--- src/rtl/phu_pkg.sv ---
`timescale 1ns/1ps
package phu_pkg;
   localparam int CLS_W = 3;
   localparam int SEL_W = 2;

   typedef enum logic [CLS_W-1:0] {
      CLS_NONE   = 3'd0,
      CLS_ALU    = 3'd1,
      CLS_LOAD   = 3'd2,
      CLS_STORE  = 3'd3,
      CLS_FPADD  = 3'd4,
      CLS_BRANCH = 3'd5
   } icls_e;

   typedef enum logic [SEL_W-1:0] {
      SRC_RF  = 2'd0,
      SRC_MEM = 2'd1,
      SRC_WB  = 2'd2
   } bsel_e;

   // first source read by the class
   function automatic logic reads_a(input logic [CLS_W-1:0] c);
      case (c)
         CLS_ALU, CLS_LOAD, CLS_STORE, CLS_FPADD, CLS_BRANCH: return 1'b1;
         default: return 1'b0;
      endcase
   endfunction

   // second source read by the class (store data for stores)
   function automatic logic reads_b(input logic [CLS_W-1:0] c);
      case (c)
         CLS_ALU, CLS_STORE, CLS_FPADD, CLS_BRANCH: return 1'b1;
         default: return 1'b0;
      endcase
   endfunction

   function automatic logic writes_rd(input logic [CLS_W-1:0] c);
      case (c)
         CLS_ALU, CLS_LOAD, CLS_FPADD: return 1'b1;
         default: return 1'b0;
      endcase
   endfunction
endpackage

--- src/rtl/phu_fwd_pick.sv ---
`timescale 1ns/1ps
module phu_fwd_pick
   import phu_pkg::*;
#(
   parameter int REG_W = 5
) (
   input  logic                  use_op,
   input  logic [REG_W-1:0]      src,
   input  logic                  mem_valid,
   input  logic [CLS_W-1:0]      mem_cls,
   input  logic [REG_W-1:0]      mem_dst,
   input  logic                  wb_valid,
   input  logic [CLS_W-1:0]      wb_cls,
   input  logic [REG_W-1:0]      wb_dst,
   output logic [SEL_W-1:0]      sel
);
   logic live;
   logic mem_ok;
   logic wb_ok;

   // register 0 is hard-wired and never bypassed
   assign live = use_op && (src != '0);

   // a load in the memory stage has no data yet
   assign mem_ok = mem_valid && writes_rd(mem_cls) && (mem_cls != CLS_LOAD)
                   && (mem_dst == src);
   assign wb_ok  = wb_valid && writes_rd(wb_cls) && (wb_dst == src);

   always_comb begin
      sel = SRC_RF;
      if (live) begin
         if (mem_ok)     sel = SRC_MEM;
         else if (wb_ok) sel = SRC_WB;
      end
   end
endmodule

--- src/rtl/phu_fp_track.sv ---
`timescale 1ns/1ps
module phu_fp_track #(
   parameter int REG_W = 5,
   parameter int DEPTH = 3
) (
   input  logic             clk,
   input  logic             rst_n,
   input  logic             issue,
   input  logic [REG_W-1:0] issue_dst,
   input  logic             chk_a,
   input  logic             chk_b,
   input  logic [REG_W-1:0] src_a,
   input  logic [REG_W-1:0] src_b,
   output logic             raw_hit,
   output logic             last_busy
);
   logic [DEPTH-1:0] slot_v;
   logic [REG_W-1:0] slot_rd [DEPTH];
   logic [DEPTH-1:0] slot_hit;

   // one slot per remaining adder cycle; the adder never waits
   always_ff @(posedge clk or negedge rst_n) begin
      if (!rst_n) begin
         slot_v <= '0;
         for (int i = 0; i < DEPTH; i++) slot_rd[i] <= '0;
      end else begin
         for (int i = DEPTH - 1; i > 0; i--) begin
            slot_v[i]  <= slot_v[i-1];
            slot_rd[i] <= slot_rd[i-1];
         end
         slot_v[0]  <= issue;
         slot_rd[0] <= issue_dst;
      end
   end

   for (genvar i = 0; i < DEPTH; i++) begin : g_slot
      assign slot_hit[i] = slot_v[i] && (slot_rd[i] != '0) &&
                           ((chk_a && (src_a == slot_rd[i])) ||
                            (chk_b && (src_b == slot_rd[i])));
      if (i < DEPTH - 1) begin : g_march
         // an add in flight moves one adder cycle per clock
         a_r7_slot_march: assert property (@(posedge clk) disable iff (!rst_n)
            slot_v[i] |=> slot_v[i+1]);
      end
   end

   assign raw_hit   = |slot_hit;
   assign last_busy = slot_v[DEPTH-1];
endmodule

--- src/rtl/phu_lu_detect.sv ---
`timescale 1ns/1ps
module phu_lu_detect
   import phu_pkg::*;
#(
   parameter int REG_W = 5
) (
   input  logic             ex_valid,
   input  logic [CLS_W-1:0] ex_cls,
   input  logic [REG_W-1:0] ex_dst,
   input  logic             id_valid,
   input  logic [CLS_W-1:0] id_cls,
   input  logic [REG_W-1:0] id_src1,
   input  logic [REG_W-1:0] id_src2,
   output logic             lu_hit
);
   logic load_live;
   logic hit_a;
   logic hit_b;

   assign load_live = ex_valid && (ex_cls == CLS_LOAD) && (ex_dst != '0);
   assign hit_a     = reads_a(id_cls) && (id_src1 == ex_dst);
   assign hit_b     = reads_b(id_cls) && (id_src2 == ex_dst);
   assign lu_hit    = load_live && id_valid && (hit_a || hit_b);
endmodule

--- src/rtl/phu_stall_ctl.sv ---
`timescale 1ns/1ps
module phu_stall_ctl (
   input  logic ex_valid,
   input  logic ex_is_fp,
   input  logic raw_hit,
   input  logic last_busy,
   input  logic lu_hit,
   output logic ex_go,
   output logic hold_front,
   output logic bubble_ex,
   output logic hold_ex,
   output logic bubble_mem
);
   logic ex_block;
   logic port_clash;

   // older add owns the memory stage; the younger instruction yields
   assign port_clash = last_busy && !ex_is_fp;
   assign ex_block   = ex_valid && (raw_hit || port_clash);

   assign ex_go      = !ex_block;
   assign hold_ex    = ex_block;
   assign bubble_mem = ex_block;
   assign hold_front = ex_block || lu_hit;
   // a held execute register must not be overwritten by a bubble
   assign bubble_ex  = lu_hit && !ex_block;
endmodule

--- src/rtl/pipe_hazard_unit.sv ---
`timescale 1ns/1ps
module pipe_hazard_unit
   import phu_pkg::*;
#(
   parameter int REG_W  = 5,
   parameter int FP_LAT = 4
) (
   input  logic                  clk,
   input  logic                  rst_n,
   input  logic                  id_valid,
   input  logic [CLS_W-1:0]      id_cls,
   input  logic [REG_W-1:0]      id_src1,
   input  logic [REG_W-1:0]      id_src2,
   input  logic                  ex_valid,
   input  logic [CLS_W-1:0]      ex_cls,
   input  logic [REG_W-1:0]      ex_dst,
   input  logic [REG_W-1:0]      ex_src1,
   input  logic [REG_W-1:0]      ex_src2,
   input  logic                  mem_valid,
   input  logic [CLS_W-1:0]      mem_cls,
   input  logic [REG_W-1:0]      mem_dst,
   input  logic                  wb_valid,
   input  logic [CLS_W-1:0]      wb_cls,
   input  logic [REG_W-1:0]      wb_dst,
   output logic [SEL_W-1:0]      fwd_a,
   output logic [SEL_W-1:0]      fwd_b,
   output logic [SEL_W-1:0]      fwd_sd,
   output logic                  hold_front,
   output logic                  bubble_ex,
   output logic                  hold_ex,
   output logic                  bubble_mem
);
   localparam int TRK_DEPTH = FP_LAT - 1;
   localparam int NUM_OPS   = 3;

   if (FP_LAT < 2) begin : g_bad_lat
      $error("pipe_hazard_unit: FP_LAT must be 2 or more");
   end
   if (REG_W < 1) begin : g_bad_reg
      $error("pipe_hazard_unit: REG_W must be 1 or more");
   end

   logic ex_is_fp;
   logic ex_is_st;
   logic ex_go;
   logic fp_issue;
   logic raw_hit;
   logic last_busy;
   logic lu_hit;

   assign ex_is_fp = ex_cls == CLS_FPADD;
   assign ex_is_st = ex_cls == CLS_STORE;
   assign fp_issue = ex_valid && ex_is_fp && ex_go;

   // ---- bypass selects: operand A, operand B, store data ----
   logic [NUM_OPS-1:0] op_use;
   logic [REG_W-1:0]   op_src [NUM_OPS];
   logic [SEL_W-1:0]   op_sel [NUM_OPS];

   assign op_use[0] = ex_valid && reads_a(ex_cls);
   assign op_use[1] = ex_valid && reads_b(ex_cls) && !ex_is_st;
   assign op_use[2] = ex_valid && ex_is_st;
   assign op_src[0] = ex_src1;
   assign op_src[1] = ex_src2;
   assign op_src[2] = ex_src2;

   for (genvar g = 0; g < NUM_OPS; g++) begin : g_fwd
      phu_fwd_pick #(.REG_W(REG_W)) u_pick (
         .use_op    (op_use[g]),
         .src       (op_src[g]),
         .mem_valid (mem_valid),
         .mem_cls   (mem_cls),
         .mem_dst   (mem_dst),
         .wb_valid  (wb_valid),
         .wb_cls    (wb_cls),
         .wb_dst    (wb_dst),
         .sel       (op_sel[g])
      );
   end

   assign fwd_a  = op_sel[0];
   assign fwd_b  = op_sel[1];
   assign fwd_sd = op_sel[2];

   // ---- floating-point adder record ----
   phu_fp_track #(.REG_W(REG_W), .DEPTH(TRK_DEPTH)) u_track (
      .clk       (clk),
      .rst_n     (rst_n),
      .issue     (fp_issue),
      .issue_dst (ex_dst),
      .chk_a     (ex_valid && reads_a(ex_cls)),
      .chk_b     (ex_valid && reads_b(ex_cls)),
      .src_a     (ex_src1),
      .src_b     (ex_src2),
      .raw_hit   (raw_hit),
      .last_busy (last_busy)
   );

   // ---- load-use detection ----
   phu_lu_detect #(.REG_W(REG_W)) u_lu (
      .ex_valid (ex_valid),
      .ex_cls   (ex_cls),
      .ex_dst   (ex_dst),
      .id_valid (id_valid),
      .id_cls   (id_cls),
      .id_src1  (id_src1),
      .id_src2  (id_src2),
      .lu_hit   (lu_hit)
   );

   // ---- hold and bubble decisions ----
   phu_stall_ctl u_stall (
      .ex_valid   (ex_valid),
      .ex_is_fp   (ex_is_fp),
      .raw_hit    (raw_hit),
      .last_busy  (last_busy),
      .lu_hit     (lu_hit),
      .ex_go      (ex_go),
      .hold_front (hold_front),
      .bubble_ex  (bubble_ex),
      .hold_ex    (hold_ex),
      .bubble_mem (bubble_mem)
   );

   // an add leaving the adder never shares the memory stage
   a_r8_single_mem: assert property (@(posedge clk) disable iff (!rst_n)
      (last_busy && ex_valid && !ex_is_fp) |-> (hold_ex && bubble_mem));

   // a reader of the add issued last cycle is held in execute
   a_r7_dep_holds: assert property (@(posedge clk) disable iff (!rst_n)
      ($past(rst_n) && $past(fp_issue) && ($past(ex_dst) != '0) && ex_valid
       && reads_a(ex_cls) && (ex_src1 == $past(ex_dst))) |-> (hold_ex && hold_front));

   // no bypass from a load still in the memory stage
   a_r5_no_early_load: assert property (@(posedge clk) disable iff (!rst_n)
      (mem_valid && (mem_cls == CLS_LOAD) && !(wb_valid && writes_rd(wb_cls)))
      |-> (fwd_a != SRC_MEM && fwd_b != SRC_MEM && fwd_sd != SRC_MEM));

   // register 0 is never a bypass target
   a_r4_zero_reg: assert property (@(posedge clk) disable iff (!rst_n)
      (fwd_a != SRC_RF) |-> (ex_src1 != '0));
endmodule

--- config.mk ---
export PLATFORM = sky130hd
export DESIGN_NAME = pipe_hazard_unit
export DESIGN_NICKNAME = d
export VERILOG_FILES = /design/src/rtl/phu_pkg.sv /design/src/rtl/phu_fwd_pick.sv /design/src/rtl/phu_fp_track.sv /design/src/rtl/phu_lu_detect.sv /design/src/rtl/phu_stall_ctl.sv /design/src/rtl/pipe_hazard_unit.sv
export SDC_FILE = /design/constraint.sdc
export NUM_CORES = 1
export LEC_CHECK = 0
export BUFFER_PORTS_ARGS = -buffer_cell sky130_fd_sc_hd__buf_4
export CAP_MARGIN = 0
export CELL_PAD_IN_SITES_DETAIL_PLACEMENT = 0
export CELL_PAD_IN_SITES_GLOBAL_PLACEMENT = 2
export CORE_MARGIN = 4
export CORE_UTILIZATION = 29
export CTS_CLUSTER_DIAMETER = 150
export DETAILED_ROUTE_END_ITERATION = 8
export GPL_TIMING_DRIVEN = 0
export PLACE_DENSITY_LB_ADDON = 0.1
export SYNTH_ARGS = -nofsm -noshare
export SYNTH_HDL_FRONTEND = slang
export SYNTH_SLANG_ARGS = --single-unit
export TNS_END_PERCENT = 100
--- constraint.sdc ---
create_clock -name clk -period 5.1 [get_ports clk]
set_clock_uncertainty 0.2 [all_clocks]
set_input_delay 1.02 -clock clk [delete_from_list [all_inputs] [get_ports clk]]
set_output_delay 1.02 -clock clk [all_outputs]
set_load 0.005 [all_outputs]
==> results of run 1 <==
registers in the layout, summed over array words and instances, names as in the netlist:
name,flops
u_track.slot_rd,15
u_track.slot_v,3
stage by stage:
stage                     std cells  utilization [%]
after floorplan                 161                -
after global routing            283             41.1
after CTS                       283             41.1
final                           283             41.1
after global placement          280             40.2
after detailed placement        280             40.2
logic make-up (layout without fill, tap and decap cells):
| group | Yosys count | count (layout) | synth area share [%] |
|---|---|---|---|
| AOI/OAI and AO/OA | 13 | 13 | 6.24 |
| xor gates and xnor gates | 62 | 62 | 37.1 |
| buffers and inverters | 12 | 67 | 4.10 |
| DFF | 18 | 18 | 30.8 |
| and+or+nand+nor | 56 | 56 | 21.8 |
power breakdown:
part	total [uW]	internal (uW)	switching [uW]
logic	104	56.7	47.0
registers	159	150	9.46
clock network	91.4	52.2	39.2
per-layer routing:
layer	track usage, %	part of all wire (%)	up-vias
met5	0	0	-
met4	1.55	0.34	0
met3	2.49	5.7	2
met2	24.7	53	46
met1	17.5	41	628
li1	-	-	663
final timing paths:
check                                     from                  end  slack (ns)  cells after the start
hold / removal               u_track.slot_v[0]    u_track.slot_v[1]        0.20                      0
min in group asynchronous                rst_n  u_track.slot_rd[13]        0.43                      1
setup / recovery                    ex_src1[2]              hold_ex        1.19                      7
max in group asynchronous                rst_n    u_track.slot_v[0]        4.08                      1
hold reg to reg              u_track.slot_v[0]    u_track.slot_v[1]        0.20                      0
setup reg to reg           u_track.slot_rd[10]    u_track.slot_v[0]        2.98                      6
cells in the mapped netlist (2+ instances only):
| cell | n |
|---|---|
| nand4_1 | 7 |
| xor2_1 | 26 |
| buf_2 | 9 |
| xnor2_1 | 36 |
| or4_1 | 4 |
| o21ai_1 | 2 |
| dfrtp_1 | 18 |
| or3_1 | 2 |
| nor3_1 | 6 |
| nor2_1 | 8 |
| nand3_1 | 4 |
| nand2_1 | 9 |
| or4_4 | 2 |
| nor4_1 | 7 |
| o311ai_1 | 2 |
layout by cell type (no fill, tap or decap), types with 3 or more instances in the layout:
cell	count
nor3_1	6
nand4_1	7
dfrtp_1	18
nand3_1	4
buf_4	53
xor2_1	26
nor4_1	7
xnor2_1	36
clkbuf_8	3
buf_2	9
nand2_1	9
nor2_1	8
or4_1	4
final cells by class:
cell class | instances | area (um^2) | share of cell area [%]
multi-input combinational | 131 | 953 | 48.2
sequential | 18 | 450 | 22.8
timing repair buffer | 52 | 390 | 19.7
tap | 67 | 83.8 | 4.24
buffer | 11 | 56.3 | 2.84
clock buffer | 3 | 41.3 | 2.09
inverter | 1 | 3.75 | 0.190
==> flow_summary.ini, run 1 <==
[run_status]
outcome = finished clean

[die]
die_y_um = 79.1
core_um2 = 4820
dieArea_um2 = 6250
initial_utilization_pct = 30.4
die_w_um = 79.1
io_pins = 63
rows = 25

[clock_network]
numCtsBuffers = 3
cts.sinks = 18
cts_resized = 0
clkLatencyLatePin_ns = 0.24
max-clock-path-buffers = 2
cts_tree = done
h-tree-depth = 1
hold_buffers = 0
postCtsSetupBuffers = 0
cts-root-buf = clkbuf_8
clkTransAtPathRegs_ns = 0.06

[global_route]
grt_max_degree = 19
grt_pass1_vias = 1445
antenna_found_initial = 0
grt_overflow = 0
grtUsageTotal_pct = 13.7
grt_first_pass_wirelength_um = 6900

[final_layout]
n_fill_cell = 507
drive_above_1_share_pct = 32.9
finish.instance_area_um2 = 1980
layout.nets = 271
diodes = 0
area_delta_synth_final_pct = 35.2

[routing]
num_vias = 1339
routed_wl_um = 4160
first_iter_violations = 52
ant_nets = 0
via_per_inst = 4.73
remaining_drc_errors = 0
drtPass1Iterations = 4
routedWlPerCell_um = 14.7

[logic_synthesis]
syn-cell-area_um2 = 1460
synth.top_cell.area_share_pct = 30.8
avgSynthCellArea_um2 = 9.09
synth_area_leaders = dfrtp_1 (31%), xnor2_1 (22%), xor2_1 (16%)
ys_types = 34
ys_ff_latch = 18
synth_seq_area_share_pct = 30.8
ys_warn_count = 0
syn-num-nets = 214
synth_flop_cell = dfrtp_1
synth_edf_count = 0
ys_async_sr_fraction_pct = 100
synth_top_area_cell = dfrtp_1
synthCells = 161

[sta]
fmax_ghz = 0.256
min_period_over_period_pct = 76.6
setup_tns_ns = 0
max_slew_margin_pct = 69.9
maxSlewViolCount = 0
layout_min_cycle_time_ns = 3.91
worst_pin_slew_ns = 0.452
hold_violations = 0
rsz0062_at_grt = false
setup_violations = 0
whs_ns = 0.197
layout_setup_ws_ns = 1.19

[pwr]
power_density_nw_per_um2 = 179
peakVddDrop_mv = 0.0994
total_power_uw = 354
cellLeakagePower_uw = 0.000814

[setup_path]
worstPathMaxFanout = 6
cp_cell_sequence = clkbuf_1 > xor2_1 > nor4_1 > o31ai_1 > a31oi_1 > buf_4 > buf_4
crit_path_frequent_cell = buf_4
crit_path_start_kind = primary input
crit_path_end_kind = output pin
worstSetupPathType = in2out
worstPathRequired_ns = 3.88
max_stage_delay_ns = 0.39
crit_buf_inv = 3
cp.arrival_ns = 2.69
cp_top_family = buffers and inverters
critPathSlowestCell = nor4_1

[placement]
pre_cts_ws_ns = 1.23
gp_congestion = 0.795
dpl_cell_area_um2 = 1940
dp_hpwl_um = 3450
io_buffer_count = 52

[job]
maxCapViolations = 0

[min_path]
min_path_type = reg2reg
(Power assumes the default switching activity.)
==> run 2: changes to the inputs <==
ABC_AREA = 1   (was not set)
CORE_UTILIZATION = 24   (was 29)
clock period = 3.4 ns   (was 5.1 ns; I/O delays follow)
==> run 2 against run 1 <==
Hold slack got worse by 0.11 ns. Area after synthesis rose by 16%. Flip-flop and latch count stayed put. Non-clock buffer count did not move. Critical path depth grew 7. Clock power increased by 97%. Die area rose by 35%. Count of clock-buffer cells in the layout rose by 1.
==> flow_summary.ini, run 2 <==
[run_status]
outcome = finished clean

[setup_path]
max_stage_delay_ns = 0.12
crit_cells = 14
worstSetupPathType = in2out
crit_path_frequent_cell = nand2_1
worstPathMaxFanout = 7
crit_path_start_kind = primary input
cp_cell_sequence = buf_6 > inv_2 > nand2_1 > nand2_1 > nand2_1 > nor2_1 > nand3_1 > nand3_1 > nand2_1 > nand3_2 > nand2_1 > inv_1 > buf_4 > buf_4
crit_buf_inv = 5
crit_path_end_kind = output pin
cp.arrival_ns = 1.80
rr_worst_depth = 9
worstPathRequired_ns = 2.52
cp_top_family = simple AND/OR/NAND/NOR gates
critPathSlowestCell = buf_6

[global_route]
antenna_found_initial = 0
grt_pass1_vias = 1622
grt_overflow = 0
grtUsageTotal_pct = 12.0
grt_max_degree = 19
grt_first_pass_wirelength_um = 8050

[final_layout]
largest_reg_flops = 15
regMostFlops = u_track.slot_rd
final_common_cell = nand2_1
diodes = 0
layout.nets = 347
largestRegisters = u_track.slot_rd (15), u_track.slot_v (3)
n_fill_cell = 766
final_cell_mix = nand2_1 (55), buf_4 (54), nor2_1 (29)
drive_above_1_share_pct = 26.3
area_delta_synth_final_pct = 33.4

[pwr]
power_density_nw_per_um2 = 265
cellLeakagePower_uw = 0.00114
peakVddDrop_mv = 0.110
total_power_uw = 599

[logic_synthesis]
avgSynthCellArea_um2 = 7.14
synth_seq_area_share_pct = 26.6
ys_ff_latch = 18
synth.top_cell.area_share_pct = 26.6
syn-cell-area_um2 = 1690
ys_async_sr_fraction_pct = 100
synth_flop_cell = dfrtp_1
ys_types = 23
syn-num-nets = 290
synth_common_cells = nand2_1 (55), nor2_1 (29), xor2_1 (27), inv_1 (22), xnor2_1 (22)
synth_area_leaders = dfrtp_1 (27%), xor2_1 (14%), nand2_1 (12%)
synthMostInstantiatedCell = nand2_1
synth_top_area_cell = dfrtp_1
synth_edf_count = 0
ys_warn_count = 0
synthCells = 237

[routing]
ant_nets = 0
remaining_drc_errors = 0
via_per_inst = 4.12
routedWlPerCell_um = 12.7
drtPass1Iterations = 4
num_vias = 1604
routed_wl_um = 4950
first_iter_violations = 33

[clock_network]
cts-root-buf = clkbuf_8
hold_buffers = 0
max-clock-path-buffers = 2
cts_resized = 0
clkTransAtPathRegs_ns = 0.08
cts_tree = done
postCtsSetupBuffers = 0
numCtsBuffers = 3
h-tree-depth = 1
cts.sinks = 18
clkLatencyLatePin_ns = 0.26

[die]
die_y_um = 92.0
die_w_um = 92.0
io_pins = 63
dieArea_um2 = 8460
core_um2 = 6830
initial_utilization_pct = 24.8
rows = 30

[sta]
setup_tns_ns = 0
worst_pin_slew_ns = 0.326
min_period_over_period_pct = 78.8
layout_min_cycle_time_ns = 2.68
setup_violations = 0
hold_violations = 0
max_slew_margin_pct = 78.0
fmax_ghz = 0.373
maxSlewViolCount = 0
rsz0062_at_grt = false

[placement]
io_buffer_count = 52
dp_hpwl_um = 4090
gp_congestion = 0.843

[job]
maxCapViolations = 0

[min_path]
min_path_type = in2async
-- run 2: worst register-to-register path, delay by kind of cell (launching register included) --
family,cells,cell delay [ns]
and+or+nand+nor,8,0.78
DFF,1,0.43
buffers and inverters,1,0.05
-- run 2: final timing paths --
kind | from | to | slack, ns
worst max-delay path | ex_src1[4] | hold_ex | 0.72
worst min-delay path | rst_n | u_track.slot_v[1] | 0.09
worst max register to register | u_track.slot_rd[11] | u_track.slot_v[0] | 1.88
worst min register to register | u_track.slot_v[0] | u_track.slot_v[1] | 0.20
max in group asynchronous | rst_n | u_track.slot_rd[10] | 2.70
min in group clk | u_track.slot_v[0] | u_track.slot_v[1] | 0.20
-- run 2: cell type report --
cell class | count | area (um^2) | area share [%]
Multi-Input combinational cell | 182 | 1020 | 45.3
Sequential cell | 18 | 450 | 19.9
Timing Repair Buffer | 52 | 390 | 17.3
Tap cell | 96 | 120 | 5.32
Buffer | 11 | 116 | 5.15
Inverter | 26 | 103 | 4.54
Clock buffer | 4 | 55.1 | 2.44
-- run 2: logic make-up after synthesis --
kind of cell    share of synthesized area (%)
flops                                    26.6
xor+xnor                                 25.4
buf+inv                                  12.9
compound gates                           3.03
simple gates                             32.1
-- run 2: per-layer routing --
metal	track usage, %	vias up	wire [um]
met3	2.30	2	347
met5	0	-	0
met1	15.0	699	2240
li1	-	847	-
met4	2.97	0	44
met2	21.2	56	2320
-- run 2: report_power, final --
group | switching (uW) | internal [uW]
clock | 77.2 | 103
combinational | 88.0 | 94.6
sequential | 12.0 | 224
total | 177 | 421
-- run 2: metrics by stage --
| step | cells | worst slack, ns | instance area, um^2 | hold slack, ns | utilization (%) |
|---|---|---|---|---|---|
| after floorplan | 237 | 0.962 | 1690 | 0.154 | - |
| after global placement | 385 | 0.671 | 2200 | 0.186 | 32.3 |
| after detailed placement | 385 | 0.672 | 2200 | 0.189 | 32.3 |
| after CTS | 389 | 0.675 | 2260 | 0.0965 | 33.1 |
| after global routing | 389 | 0.531 | 2260 | 0.103 | 33.1 |
| final | 389 | 0.720 | 2260 | 0.0883 | 33.1 |
==> run 3: changes to the inputs <==
ABC_AREA = 0   (was 1)
clock period = 2.42 ns   (was 3.4 ns; I/O delays follow)
==> run 3 against run 2 <==
The run now ends with negative setup slack left. Die area decreased by 12%. Sequential power grew 40%. Register-to-register slack got worse by 1.8 ns. Clock power is 26% higher. Hold slack improved by 0.096 ns. First-iteration DRC count up 18%. Count of clock-buffer cells in the layout unchanged. Critical path depth fell by 6. Largest cell class unchanged.
==> flow_summary.ini, run 3 (synthesis results as in run 1) <==
[run_status]
outcome = finished, violations left
violations = negative setup slack

[final_layout]
final_cell_mix = buf_4 (63), xnor2_1 (36), xor2_1 (26)
area_delta_synth_final_pct = 51.2
largestRegisters = u_track.slot_rd (15), u_track.slot_v (3)
largest_reg_flops = 15
regMostFlops = u_track.slot_rd
diodes = 0
layout.nets = 285
finish.instance_area_um2 = 2210
final_common_cell = buf_4
utilization_pct = 37.4
drive_above_1_share_pct = 41.1

[die]
die_y_um = 86.1
dieArea_um2 = 7410
core_um2 = 5920
rows = 28
initial_utilization_pct = 24.7
die_w_um = 86.1
io_pins = 63

[global_route]
grt_pass1_vias = 1475
grt_max_degree = 19
grt_overflow = 0
antenna_found_initial = 0
grtUsageTotal_pct = 11.6
grt_first_pass_wirelength_um = 6890

[min_path]
hold_depth = 1
min_path_type = in2reg
holdPathEnd = u_track.slot_rd[13]
min_from = ex_dst[3]

[sta]
max_slew_margin_pct = 67.0
rsz0062_at_grt = true
fmax_ghz = 0.335
setup_violations = 4
layout_setup_ws_ns = -0.562
layout_min_cycle_time_ns = 2.98
hold_violations = 0
worst_pin_slew_ns = 0.491
min_period_over_period_pct = 123
setup_tns_ns = -1.87
maxSlewViolCount = 0

[pwr]
peakVddDrop_mv = 0.262
total_power_uw = 808
power_density_nw_per_um2 = 365
cellLeakagePower_uw = 0.000898

[clock_network]
cts-root-buf = clkbuf_8
max-clock-path-buffers = 2
h-tree-depth = 1
numCtsBuffers = 3
cts_tree = done
clkTransAtPathRegs_ns = 0.06
cts.sinks = 18
clkLatencyLatePin_ns = 0.24

[setup_path]
worstPathMaxFanout = 4
max_stage_delay_ns = 0.54
crit_path_start_kind = flip-flop
worstSetupPathType = reg2out
worstPathRequired_ns = 1.74
rr_worst_depth = 8
crit_path_end_kind = output pin
critPathSlowestCell = or4_4
cp_cell_sequence = or4_4 > o21ai_4 > nor4_4 > o31ai_2 > buf_4 > a31oi_4 > or2_1 > buf_6
cp.arrival_ns = 2.30
r2r-start = u_track.slot_rd[10]
r2r_slack_ns = 0.10
r2r_end = u_track.slot_v[0]

[routing]
drtPass1Iterations = 4
first_iter_violations = 39
remaining_drc_errors = 0
via_per_inst = 4.63
num_vias = 1418
routedWlPerCell_um = 14.5
ant_nets = 0
routed_wl_um = 4420

[placement]
io_buffer_count = 52
dpl_cell_area_um2 = 1950
dp_hpwl_um = 3540
gp_congestion = 0.904

[job]
maxCapViolations = 0
==> run 3: cell types whose count changed in the layout (fill, tap and decap cells not counted), sizes merged, moves of 2 or more <==
| cell | change |
|---|---|
| or3 | +2 |
| xnor2 | +14 |
| a21oi | -4 |
| nand3 | -15 |
| o311ai | +2 |
| nand4 | +2 |
| nor3 | -3 |
| nand2 | -48 |
| nor2 | -19 |
| inv | -25 |
| nor4 | +6 |
| or4 | +6 |
| buf | +12 |
==> run 3: report_power, final <==
part | switching (uW) | total [uW] | leakage [uW] | internal [uW]
registers | 15.9 | 331 | 0.000215 | 315
logic | 118 | 250 | 0.000654 | 132
clock network | 82.8 | 227 | 0.0000288 | 144
total | 216 | 808 | 0.000898 | 591
==> run 3: layout make-up <==
class                           count  area [um^2]
Buffer                             11         57.6
Clock buffer                        4         55.1
Fill cell                         630         3710
Inverter                            1         3.75
Multi-Input combinational cell    131         1040
Sequential cell                    18          452
Tap cell                           75         93.8
Timing Repair Buffer               66          509
==> run 3: what timing repair did <==
item / 4_1_cts / 5_1_grt
endpoints found under the setup margin: 4 / 9
gates resized for setup: 8 / 11
buffers inserted: 8 / 5
pin swaps: 7 / 7
hold endpoints to repair: 18 / 0
hold buffers: 1 / 0
==> run 3: stage by stage <==
step | instances | setup WS, ns | hold slack [ns]
2_1_floorplan | 161 | -0.107 | -0.0116
3_5_place_dp | 288 | -0.449 | 0.158
4_1_cts | 301 | -0.565 | 0.177
5_1_grt | 306 | -0.647 | 0.179
3_3_place_gp | 288 | -0.431 | 0.156
6_report | 306 | -0.562 | 0.184
==> run 3: layer usage <==
layer | track usage [%] | vias to the layer above | part of all wire [%]
met5 | 0 | - | 0
met2 | 21.2 | 46 | 52
li1 | - | 696 | -
met3 | 2.02 | 6 | 6.2
met4 | 3.45 | 0 | 1.2
met1 | 13.7 | 670 | 40
==> run 3: worst max path at each step <==
stage / startpoint / slack (ns) / end
global route: u_track.slot_rd[10] / -0.65 / hold_front
global placement: u_track.slot_rd[10] / -0.43 / hold_front
CTS: u_track.slot_rd[12] / -0.57 / hold_front
detailed placement: u_track.slot_rd[10] / -0.45 / hold_front
finish: u_track.slot_rd[10] / -0.56 / hold_front
floorplan: u_track.slot_rd[10] / -0.11 / hold_front
==> run 3: critical path: cells and delay by family, from the launching register on <==
family / cells / cell delay, ns
flops: 1 / 0.41
buf+inv: 2 / 0.28
simple gates: 3 / 0.85
compound gates: 3 / 0.51
